### config.mk
export PLATFORM = sky130hd
export DESIGN_NAME = win_wdog
export DESIGN_NICKNAME = d
export VERILOG_FILES = /design/src/rtl/wdog_pkg.sv /design/src/rtl/wdog_period_sel.sv /design/src/rtl/wdog_tick_cnt.sv /design/src/rtl/wdog_fsm.sv /design/src/rtl/win_wdog.sv
export SDC_FILE = /design/constraint.sdc
export NUM_CORES = 1
export LEC_CHECK = 0
export CAP_MARGIN = 10
export CORE_AREA = 8 8 72 74
export DETAILED_ROUTE_END_ITERATION = 12
export DIE_AREA = 0 0 80 82
export DONT_BUFFER_PORTS = 1
export REMOVE_ABC_BUFFERS = 1
export SLEW_MARGIN = 20
export SYNTH_ARGS = -nofsm -noshare
export SYNTH_HDL_FRONTEND = slang
export SYNTH_HIERARCHICAL = 1
export SYNTH_SLANG_ARGS = --single-unit
### constraint.sdc
create_clock -name clk -period 9 [get_ports clk]
set_input_delay 0.9 -clock clk [delete_from_list [all_inputs] [get_ports clk]]
set_output_delay 0.9 -clock clk [all_outputs]
set_load 0.03 [all_outputs]
### src/rtl/wdog_pkg.sv
package wdog_pkg;

    typedef enum logic [1:0] {
        WD_OFF     = 2'd0,
        WD_DEFAULT = 2'd1,
        WD_PROG    = 2'd2
    } wd_mode_e;

    typedef enum logic [1:0] {
        ST_INIT   = 2'd0,
        ST_IDLE   = 2'd1,
        ST_CLOSED = 2'd2,
        ST_OPEN   = 2'd3
    } wd_state_e;

    // Strap decode: 00 off, 01 fixed default, 1x programmed code
    function automatic wd_mode_e decode_strap(input logic [1:0] strap);
        wd_mode_e m;
        unique case (strap)
            2'b00:   m = WD_OFF;
            2'b01:   m = WD_DEFAULT;
            default: m = WD_PROG;
        endcase
        return m;
    endfunction

endpackage

### src/rtl/wdog_period_sel.sv
module wdog_period_sel
    import wdog_pkg::*;
#(
    parameter int CODE_W     = 4,
    parameter int STEP_TICKS = 20,
    parameter int DEF_TICKS  = 150,
    parameter int CNT_W      = 9
) (
    input  wd_mode_e            mode,
    input  logic [CODE_W-1:0]   code,
    output logic [CNT_W-1:0]    period,
    output logic [CNT_W-1:0]    half
);

    localparam logic [CNT_W-1:0] DEF_P = CNT_W'(DEF_TICKS);

    logic [CNT_W-1:0] prog_p;

    always_comb begin
        prog_p = CNT_W'((int'(code) + 1) * STEP_TICKS);
        unique case (mode)
            WD_PROG:    period = prog_p;
            WD_DEFAULT: period = DEF_P;
            default:    period = DEF_P;
        endcase
        half = period >> 1;
    end

endmodule

### src/rtl/wdog_tick_cnt.sv
module wdog_tick_cnt #(
    parameter int CNT_W = 9
) (
    input  logic             clk,
    input  logic             rst_n,
    input  logic             clr,
    input  logic             inc,
    output logic [CNT_W-1:0] cnt,
    output logic [CNT_W-1:0] cnt_nxt
);

    assign cnt_nxt = cnt + CNT_W'(1);

    always_ff @(posedge clk or negedge rst_n) begin
        if (!rst_n) begin
            cnt <= '0;
        end else if (clr) begin
            cnt <= '0;
        end else if (inc) begin
            cnt <= cnt_nxt;
        end
    end

endmodule

### src/rtl/wdog_fsm.sv
module wdog_fsm
    import wdog_pkg::*;
#(
    parameter int CNT_W = 9
) (
    input  logic             clk,
    input  logic             rst_n,
    input  wd_mode_e         mode_sel,
    input  logic             tick,
    input  logic             refresh,
    input  logic [CNT_W-1:0] cnt_nxt,
    input  logic [CNT_W-1:0] half,
    input  logic [CNT_W-1:0] period,
    output wd_state_e        state,
    output logic             cnt_clr,
    output logic             cnt_inc,
    output logic             win_open,
    output logic             rst_req
);

    wd_state_e state_nxt;
    logic      fault;

    // State register
    always_ff @(posedge clk or negedge rst_n) begin
        if (!rst_n) begin
            state   <= ST_INIT;
            rst_req <= 1'b0;
        end else begin
            state   <= state_nxt;
            rst_req <= fault;
        end
    end

    // Transitions and outputs
    always_comb begin
        state_nxt = state;
        cnt_clr   = 1'b0;
        cnt_inc   = 1'b0;
        fault     = 1'b0;
        unique case (state)
            ST_INIT: begin
                cnt_clr   = 1'b1;
                state_nxt = (mode_sel == WD_OFF) ? ST_IDLE : ST_CLOSED;
            end
            ST_IDLE: begin
                state_nxt = ST_IDLE;
            end
            ST_CLOSED: begin
                if (refresh) begin
                    fault   = 1'b1;
                    cnt_clr = 1'b1;
                end else if (tick) begin
                    cnt_inc = 1'b1;
                    if (cnt_nxt == half) begin
                        state_nxt = ST_OPEN;
                    end
                end
            end
            ST_OPEN: begin
                if (refresh) begin
                    cnt_clr   = 1'b1;
                    state_nxt = ST_CLOSED;
                end else if (tick) begin
                    if (cnt_nxt == period) begin
                        fault     = 1'b1;
                        cnt_clr   = 1'b1;
                        state_nxt = ST_CLOSED;
                    end else begin
                        cnt_inc = 1'b1;
                    end
                end
            end
            default: state_nxt = ST_INIT;
        endcase
        win_open = (state == ST_OPEN);
    end

endmodule

### src/rtl/win_wdog.sv
module win_wdog
    import wdog_pkg::*;
#(
    parameter int CODE_W     = 4,
    parameter int STEP_TICKS = 20,
    parameter int DEF_TICKS  = 150
) (
    input  logic              clk,
    input  logic              rst_n,
    input  logic              tick_i,
    input  logic              refresh_i,
    input  logic [1:0]        cfg_strap,
    input  logic [CODE_W-1:0] period_code,
    output logic              rst_req_o,
    output logic              win_open_o
);

    localparam int PROG_MAX = (2 ** CODE_W) * STEP_TICKS;
    localparam int MAX_P    = (PROG_MAX > DEF_TICKS) ? PROG_MAX : DEF_TICKS;
    localparam int CNT_W    = $clog2(MAX_P + 1);

    wd_state_e         st;
    wd_mode_e          mode_q;
    wd_mode_e          mode_live;
    wd_mode_e          mode_sel;
    logic [CODE_W-1:0] code_q;
    logic [CNT_W-1:0]  period;
    logic [CNT_W-1:0]  half;
    logic [CNT_W-1:0]  cnt_q;
    logic [CNT_W-1:0]  cnt_nxt;
    logic              cnt_clr;
    logic              cnt_inc;

    assign mode_live = decode_strap(cfg_strap);
    assign mode_sel  = (st == ST_INIT) ? mode_live : mode_q;

    // Configuration captured once, on the edge that leaves ST_INIT
    always_ff @(posedge clk or negedge rst_n) begin
        if (!rst_n) begin
            mode_q <= WD_OFF;
            code_q <= '0;
        end else if (st == ST_INIT) begin
            mode_q <= mode_live;
            code_q <= period_code;
        end
    end

    wdog_period_sel #(
        .CODE_W     (CODE_W),
        .STEP_TICKS (STEP_TICKS),
        .DEF_TICKS  (DEF_TICKS),
        .CNT_W      (CNT_W)
    ) u_psel (
        .mode   (mode_q),
        .code   (code_q),
        .period (period),
        .half   (half)
    );

    wdog_tick_cnt #(
        .CNT_W (CNT_W)
    ) u_cnt (
        .clk     (clk),
        .rst_n   (rst_n),
        .clr     (cnt_clr),
        .inc     (cnt_inc),
        .cnt     (cnt_q),
        .cnt_nxt (cnt_nxt)
    );

    wdog_fsm #(
        .CNT_W (CNT_W)
    ) u_fsm (
        .clk      (clk),
        .rst_n    (rst_n),
        .mode_sel (mode_sel),
        .tick     (tick_i),
        .refresh  (refresh_i),
        .cnt_nxt  (cnt_nxt),
        .half     (half),
        .period   (period),
        .state    (st),
        .cnt_clr  (cnt_clr),
        .cnt_inc  (cnt_inc),
        .win_open (win_open_o),
        .rst_req  (rst_req_o)
    );

endmodule

==> results.json, run 1 <==
{
  "highest_layer": "met4",
  "grt_pass1_vias": 1183,
  "wirelength_um": 2970,
  "post-cts-setup-buffers": 0,
  "rsz0062_at_grt": "no",
  "mostFrequentLayoutCells": "xor2_1, dfrtp_1, nand2_1, nor2_1, ha_1",
  "timing.rr.start": "code_q[0]",
  "async_flop_share": 1.00,
  "cts_resized": 0,
  "grt_antenna_before_repair": 0,
  "gp_congestion": 0.816,
  "hold_buffers": 0,
  "reg2reg_setup_slack_ns": 5.17,
  "core_mm2": 0.00414,
  "layout-drive-gt1-share": 0.124,
  "final_cell_area_mm2": 0.00160,
  "routedWlPerCell_um": 14.0,
  "hold_viol": 0,
  "cts_tree": "built",
  "peakVddDrop_uv": 58.9,
  "p_sw_mw": 0.0256,
  "row_count": 24,
  "wl_met3_um": 96,
  "cts_buffers": 3,
  "initial_core_util": 0.383,
  "fin_crit_ns": 3.83,
  "avgSynthCellArea_um2": 9.22,
  "synth-edff-count": 0,
  "h-tree-depth": 1,
  "nets": 185,
  "cp_data_required_time_ns": 9.09,
  "total_leakage_power_nw": 0.746,
  "vias": 1110,
  "cts_buffer_depth": 2,
  "dp_cells": 210,
  "r2r_cells": 12,
  "worst_pin_slew_ns": 0.761,
  "hold_path.class": "in -> async",
  "die_h_um": 82,
  "final_common_cell": "xor2_1",
  "final_util": 0.385,
  "cp.arrival_ns": 3.92,
  "syn_inst": 172,
  "power.total_mw": 0.137,
  "slew_headroom": 0.490,
  "endpoint_kind": "register",
  "antenna_left": 0,
  "r2r-end": "u_cnt/cnt[7]",
  "start_kind": "register",
  "fillers": 425,
  "fin_skew_ns": 0.00341,
  "root_buffer": "clkbuf_8",
  "dpl_cell_area_mm2": 0.00155,
  "clkTransAtPathRegs_ns": 0.06,
  "dieWidth_um": 80,
  "drt_iter0_drc": 23,
  "swShare": 0.187,
  "ys_types": 42,
  "finalSetupTns_ns": 0,
  "p_clk_frac": 0.400,
  "firstDrtPassIters": 4,
  "n_antenna_cell": 0,
  "route.detailed.drc": 0,
  "clkLatencyLatePin_ns": 0.25,
  "met1_length_um": 1270,
  "status": "complete, no violations",
  "power_frac_seq": 0.590,
  "finalWorstSetupSlack_ns": 5.17,
  "yosysSeqAreaShare": 0.284,
  "crit_path_frequent_cell": "ha_1",
  "place_ws_ns": 5.16,
  "io_pins": 12,
  "yosysWarnings": 6,
  "io_buffers": 0,
  "syn_to_final_growth_pct": 0.631,
  "hold_ws_ns": 0.337,
  "wl_met2_um": 1520,
  "slew_viol_final": 0,
  "synth_ff_type": "dfrtp_1",
  "crit_fanout": 9,
  "finalSetupViolations": 0,
  "crit_type": "reg -> reg",
  "slowest_stage": "a31oi_1",
  "maxCapViolCount": 0,
  "cp_top_family": "adder cells",
  "worst-path-buf-inv": 0,
  "p_int_mw": 0.111,
  "path_cells": "ha_1 -> ha_1 -> ha_1 -> fa_1 -> xnor2_1 -> nand2_1 -> xor2_1 -> nor4_1 -> nand4_1 -> or2_1 -> a31oi_1 -> a21oi_1",
  "grt_max_degree": 19,
  "fp.dieArea_mm2": 0.00656,
  "slowest_delay_ns": 0.63,
  "ys_seq_elements": 18,
  "routed_via_density": 5.21,
  "dp_hpwl_um": 2340,
  "power_frac_comb": 0.010,
  "fmax_mhz": 261,
  "syn_area_mm2": 0.00159,
  "grtUsageTotal": 0.0979,
  "layout_worst_path_cycle_share": 0.425,
  "power.density_mw_per_mm2": 85.9,
  "gr-total-overflow": 0,
  "grt_pass1_wl_um": 5070,
  "cts_sinks": 18,
  "final_cells": 213
}
==> power by group through the flow <==
stage                     combinational (mW)  clock (mW)  sequential (mW)
final                                0.00136      0.0548           0.0809
after global routing                 0.00161      0.0605           0.0808
after CTS                            0.00134      0.0573           0.0809
after detailed placement             0.00130           0           0.0824
after global placement               0.00131           0           0.0824
after floorplan                      0.00120           0           0.0824
==> registers in the layout, indices dropped and copies added, names as in the netlist <==
signal,cells
code_q,4
mode_q,2
u_cnt/cnt,9
u_fsm/rst_req,1
u_fsm/state,2
==> Yosys cell counts (2+ instances only) <==
library cell	number	share of area
xnor2_1	7	0.039
clkbuf_1	2	0.0047
a31oi_1	2	0.0079
dfrtp_1	18	0.28
nand4_1	6	0.024
mux2_4	5	0.047
a21oi_1	8	0.025
nor2_1	11	0.026
nor3_1	3	0.0095
buf_4	11	0.052
or3_2	2	0.0095
nand3_1	6	0.019
buf_2	2	0.0063
ha_1	11	0.087
xor2_1	25	0.14
and2_2	3	0.014
o21ai_0	7	0.022
nand2_1	11	0.026
inv_1	6	0.014
nor4_1	3	0.012
or3_1	2	0.0079
==> routing by layer <==
layer / track usage / vias up
li1: - / 559
met1: 0.104 / 524
met2: 0.167 / 20
met3: 0.0241 / 7
met4: 0.0727 / 0
met5: 0 / -
==> cell families (layout without fill, tap and decap cells) <==
| logic type | count (synthesis) | after routing | share of synthesized area |
|---|---|---|---|
| buf+inv | 22 | 10 | 0.0797 |
| xor+xnor | 32 | 32 | 0.177 |
| simple gates | 57 | 57 | 0.213 |
| other cells | 1 | 2 | 0.00237 |
| mux | 6 | 6 | 0.0537 |
| flops | 18 | 18 | 0.284 |
| fa+ha+maj | 12 | 12 | 0.0994 |
| compound gates | 24 | 24 | 0.0908 |
==> final cells by class <==
type                    instances  area (µm²)  area share
flip-flops and latches         18         450       0.282
well taps                      52        65.1      0.0408
inverters                       7        26.3      0.0165
clock buffers                   3        41.3      0.0259
multi-input cells             133        1010       0.635
==> how the worst max path moves through the flow <==
stage	slack [ns]	endpoint	cells after the start	from
final	5.17	u_cnt/cnt[7]	12	code_q[0]
after global routing	4.83	u_cnt/cnt[7]	12	code_q[0]
after CTS	5.16	u_cnt/cnt[2]	12	code_q[0]
after detailed placement	5.16	u_cnt/cnt[2]	12	code_q[0]
after global placement	5.23	u_cnt/cnt[0]	12	code_q[0]
after floorplan	5.64	u_cnt/cnt[5]	14	code_q[0]
Note: power is estimated with default switching activity, not from simulation.
==> inputs of run 2 (changes only) <==
==> constraint.sdc (replaced) <==
create_clock -name clk -period 3.7 [get_ports clk]
set_input_delay 0.37 -clock clk [delete_from_list [all_inputs] [get_ports clk]]
set_output_delay 0.37 -clock clk [all_outputs]
set_load 0.03 [all_outputs]
==> run 2 against run 1 <==
Final cell count up 1.9%. Total power grew 150%. Worst hold slack got worse by 0.099 ns. Largest cell class unchanged.
==> results.json, run 2 (synthesis gave the netlist of run 1 again) <==
{
  "status": "complete, no violations",
  "final_common_cell": "xor2_1",
  "cts_buffers": 3,
  "vias": 1134,
  "cts_tree": "built",
  "regArea_um2": 452,
  "h-tree-depth": 1,
  "finalSetupTns_ns": 0,
  "n_antenna_cell": 0,
  "antenna_left": 0,
  "slew_viol_final": 0,
  "firstDrtPassIters": 4,
  "routedWlPerCell_um": 14.2,
  "hold_ws_ns": 0.238,
  "start_kind": "register",
  "root_buffer": "clkbuf_8",
  "io_buffers": 0,
  "nets": 189,
  "cts_buffer_depth": 2,
  "grt_pass1_wl_um": 5110,
  "layout-drive-gt1-share": 0.170,
  "grtUsageMet2": 0.171,
  "syn_to_final_growth_pct": 3.95,
  "drt_iter0_drc": 65,
  "use_met3": 0.00438,
  "routed_via_density": 5.23,
  "multi_input_area_mm2": 0.00103,
  "fin_skew_ns": 0.00615,
  "finalSetupViolations": 0,
  "fp.dieArea_mm2": 0.00656,
  "cp.arrival_ns": 3.60,
  "final_util": 0.398,
  "initial_core_util": 0.383,
  "clkLatencyLatePin_ns": 0.25,
  "die_h_um": 82,
  "maxCapViolCount": 0,
  "grt_pass1_vias": 1120,
  "dp_hpwl_um": 2430,
  "dieWidth_um": 80,
  "layout_worst_path_cycle_share": 0.934,
  "hold_path.class": "in -> reg",
  "crit_fanout": 5,
  "core_mm2": 0.00414,
  "grt_antenna_before_repair": 0,
  "wirelength_um": 3090,
  "clkTransAtPathRegs_ns": 0.07,
  "fillers": 418,
  "cp_data_required_time_ns": 3.84,
  "top_regs": "u_cnt/cnt: 9 flops, code_q: 4 flops",
  "hold_viol": 0,
  "busiest_layer": "met2",
  "fmax_mhz": 289,
  "grt_max_degree": 19,
  "met1_usage": 0.115,
  "mostFrequentLayoutCells": "xor2_1, dfrtp_1, nand2_1, ha_1, nor2_1",
  "cts_sinks": 18,
  "power.density_mw_per_mm2": 205,
  "io_pins": 12,
  "slew_headroom": 0.429,
  "total_leakage_power_nw": 0.774,
  "grtUsageTotal": 0.0965,
  "worst_pin_slew_ns": 0.853,
  "gr-total-overflow": 0,
  "crit_type": "reg -> reg",
  "gp_congestion": 0.865,
  "largest_reg_flops": 9,
  "route.detailed.drc": 0,
  "endpoint_kind": "register",
  "rsz0062_at_grt": "yes",
  "largest-register": "u_cnt/cnt",
  "row_count": 24,
  "peakVddDrop_uv": 127,
  "fin_crit_ns": 3.45
}
## run 2: cell types whose count changed in the layout (fill, tap and decap cells not counted)
cell	change
buf_4	+3
a21oi_1	-1
a21oi_2	+1
dfrtp_1	-1
dfrtp_2	+1
dlygate4sd3_1	+1
nand3_1	-1
nand3_2	+1
nor2_1	-1
nor2_2	+1
xnor2_1	-1
xnor2_2	+1
## run 2: final timing paths
check / start / end / cells past startpoint / slack, ns
max in group asynchronous: rst_n / code_q[0] / 1 / 2.44
worst max-delay path: code_q[0] / u_cnt/cnt[4] / 15 / 0.25
min in group asynchronous: rst_n / u_cnt/cnt[7] / 1 / 0.67
worst min-delay path: cfg_strap[1] / mode_q[0] / 1 / 0.24
worst min register to register: mode_q[1] / mode_q[1] / 1 / 0.53
worst max register to register: code_q[0] / u_cnt/cnt[4] / 15 / 0.25
## run 2: final cells by class
type | count | area share
well taps | 52 | 0.0395
repair buffers | 4 | 0.0197
flip-flops and latches | 18 | 0.274
clock buffers | 3 | 0.0251
inverters | 7 | 0.0159
multi-input cells | 133 | 0.626
## run 2: power breakdown
group	leakage [nW]	internal (mW)	switching [mW]	total, mW
sequential	0.239	0.197	0	0.197
combinational	0.513	0.00258	0.00535	0.00793
clock	0.0216	0.0722	0.0603	0.132
## run 2: what timing repair did
action | 4_1_cts | 5_1_grt
buffers inserted | 0 | 1
resized for setup | 0 | 5
endpoints found under the hold margin | 18 | 0
setup endpoints to repair | 0 | 9
hold buffers | 1 | 0
## run 2: stage by stage
| stage | area, µm² | cells | setup WS (ns) | power [mW] |
|---|---|---|---|---|
| 2_1_floorplan | 1490 | 158 | 0.341 | 0.203 |
| 3_3_place_gp | 1570 | 212 | 0.311 | 0.204 |
| 3_5_place_dp | 1570 | 212 | 0.194 | 0.204 |
| 4_1_cts | 1620 | 216 | 0.183 | 0.342 |
| 5_1_grt | 1650 | 217 | -0.0199 | 0.351 |
| 6_report | 1650 | 217 | 0.246 | 0.337 |
## run 2: routing by layer
layer | vias to the layer above | routed length (µm) | share of wire
met5 | - | 0 | 0
met3 | 4 | 26 | 0.0084
met2 | 11 | 1630 | 0.53
li1 | 565 | - | -
met4 | 0 | 51 | 0.016
met1 | 554 | 1390 | 0.45
## run 2: worst max-delay path: stages (launching register included)
cell     delay [ns]
dfrtp_2        0.43
ha_1           0.33
ha_1           0.29
ha_1           0.23
fa_1           0.38
xnor2_1        0.15
nand2_1        0.11
xor2_1         0.18
nor4_1         0.27
nand4_1        0.22
a21oi_2        0.19
nor2_2         0.08
buf_4          0.15
nand4_1        0.10
xor2_1         0.17
nor2_1         0.06
==> inputs of run 3 (changes only) <==
==> constraint.sdc (replaced) <==
create_clock -name clk -period 3.7 [get_ports clk]
set_input_delay 0.37 -clock clk [delete_from_list [all_inputs] [get_ports clk]]
set_output_delay 0.37 -clock clk [all_outputs]
set_load 0.01 [all_outputs]
==> run 3 against run 2 <==
Global-route usage did not move. Final cell count is 0.46% lower. Clock power about the same. Critical endpoint unchanged.
==> results.json, run 3 (synthesis gave the netlist of run 1 again) <==
{
  "grt_pass1_wl_um": 5110,
  "endpoint_kind": "register",
  "wl_met2_um": 1630,
  "wirelength_um": 3080,
  "routedWlPerCell_um": 14.3,
  "peakVddDrop_uv": 127,
  "drt_iter0_drc": 41,
  "layout-drive-gt1-share": 0.159,
  "start_kind": "register",
  "slew_headroom": 0.417,
  "crit_path_frequent_cell": "ha_1",
  "die_h_um": 82,
  "r2r-end": "u_cnt/cnt[4]",
  "hold_depth": 1,
  "vias": 1133,
  "regArea_um2": 452,
  "rsz0062_at_grt": "no",
  "grt_pass1_vias": 1120,
  "fin_skew_ns": 0.00594,
  "firstDrtPassIters": 4,
  "finalSetupViolations": 0,
  "finalSetupTns_ns": 0,
  "grt_max_degree": 19,
  "final_common_cell": "xor2_1",
  "row_count": 24,
  "top_regs": "u_cnt/cnt: 9 flops, code_q: 4 flops",
  "slew_viol_final": 0,
  "core_mm2": 0.00414,
  "cts_buffer_depth": 2,
  "power.density_mw_per_mm2": 206,
  "initial_core_util": 0.383,
  "total_leakage_power_nw": 0.769,
  "hold_viol": 0,
  "fin_crit_ns": 3.46,
  "cp.arrival_ns": 3.60,
  "crit_type": "reg -> reg",
  "maxCapViolCount": 0,
  "largest_reg_flops": 9,
  "cp_data_required_time_ns": 3.84,
  "n_antenna_cell": 0,
  "highest_layer": "met4",
  "antenna_left": 0,
  "fillers": 419,
  "route.detailed.drc": 0,
  "startpoint": "code_q[0]",
  "r2r_cells": 15,
  "fp.dieArea_mm2": 0.00656,
  "dp_hpwl_um": 2430,
  "holdPathEnd": "mode_q[0]",
  "io_buffers": 0,
  "cts_sinks": 18,
  "reg2reg_setup_slack_ns": 0.24,
  "post-cts-setup-buffers": 0,
  "h-tree-depth": 1,
  "layout_worst_path_cycle_share": 0.936,
  "crit_fanout": 5,
  "met1_length_um": 1350,
  "status": "complete, no violations",
  "nets": 188,
  "largest-register": "u_cnt/cnt",
  "grt_antenna_before_repair": 0,
  "slowest_stage": "dfrtp_2",
  "io_pins": 12,
  "worst_pin_slew_ns": 0.871,
  "slowest_delay_ns": 0.43,
  "cts_tree": "built",
  "gr-total-overflow": 0,
  "routed_via_density": 5.25,
  "clkTransAtPathRegs_ns": 0.07,
  "hold_path.class": "in -> reg",
  "cts_buffers": 3,
  "clkLatencyLatePin_ns": 0.25,
  "gp_congestion": 0.865,
  "mostFrequentLayoutCells": "xor2_1, dfrtp_1, nand2_1, ha_1, nor2_1",
  "multi_input_area_mm2": 0.00103,
  "wl_met3_um": 49,
  "path_cells": "ha_1 -> ha_1 -> ha_1 -> fa_1 -> xnor2_1 -> nand2_1 -> xor2_1 -> nor4_1 -> nand4_1 -> a21oi_2 -> nor2_2 -> buf_4 -> nand4_1 -> xor2_1 -> nor2_1",
  "worstHoldStart": "cfg_strap[1]",
  "grtUsageTotal": 0.0965,
  "root_buffer": "clkbuf_8",
  "fmax_mhz": 289,
  "power.total_mw": 0.338,
  "dieWidth_um": 80,
  "syn_to_final_growth_pct": 3.16,
  "timing.rr.start": "code_q[0]"
}
[run 3: worst max-delay path, delay by kind of cell (launching register included)]
kind	cells	cell delay, ns
and+or+nand+nor	6	0.84
DFF	1	0.43
buffers and inverters	1	0.15
xor gates and xnor gates	3	0.51
AOI/OAI and AO/OA	1	0.21
adders and majority gates	4	1.23
[run 3: layout make-up]
cell class,instances,area share
repair buffers,3,0.0153
inverters,7,0.0161
flip-flops and latches,18,0.276
well taps,52,0.0398
clock buffers,3,0.0252
multi-input cells,133,0.627
[run 3: metrics by stage]
step,setup slack (ns),instances,cell area [µm²],util,hold slack (ns)
after detailed placement,0.203,212,1570,0.379,0.0750
after global routing,0.000585,216,1640,0.395,0.226
final,0.238,216,1640,0.395,0.238
after global placement,0.321,212,1570,0.379,0.0749
after CTS,0.192,216,1620,0.391,0.232
after floorplan,0.351,158,1490,-,0.0744
[run 3: report_power, final]
group          switching [mW]  leakage, nW  internal, mW
combinational         0.00540        0.508       0.00258
sequential                  0        0.239         0.197
clock                  0.0607       0.0216        0.0722
total                  0.0661        0.769         0.272
[run 3: how the worst max path moves through the flow]
stage | to | cells after the start
2_1_floorplan | u_cnt/cnt[5] | 14
3_3_place_gp | u_cnt/cnt[5] | 15
3_5_place_dp | u_cnt/cnt[5] | 14
4_1_cts | u_cnt/cnt[5] | 14
5_1_grt | u_cnt/cnt[7] | 15
6_report | u_cnt/cnt[4] | 15
[run 3: per-layer routing]
layer / vias up / GRT usage
met2: 16 / 0.171
met3: 4 / 0.00438
met4: 0 / 0.0545
met5: - / 0
met1: 550 / 0.115
li1: 563 / -
[run 3: what timing repair did]
item                                    in CTS  in global routing
endpoints found under the hold margin       18                  0
endpoints found under the setup margin       0                  9
hold buffers                                 1                  0
gates resized for setup                      0                  4
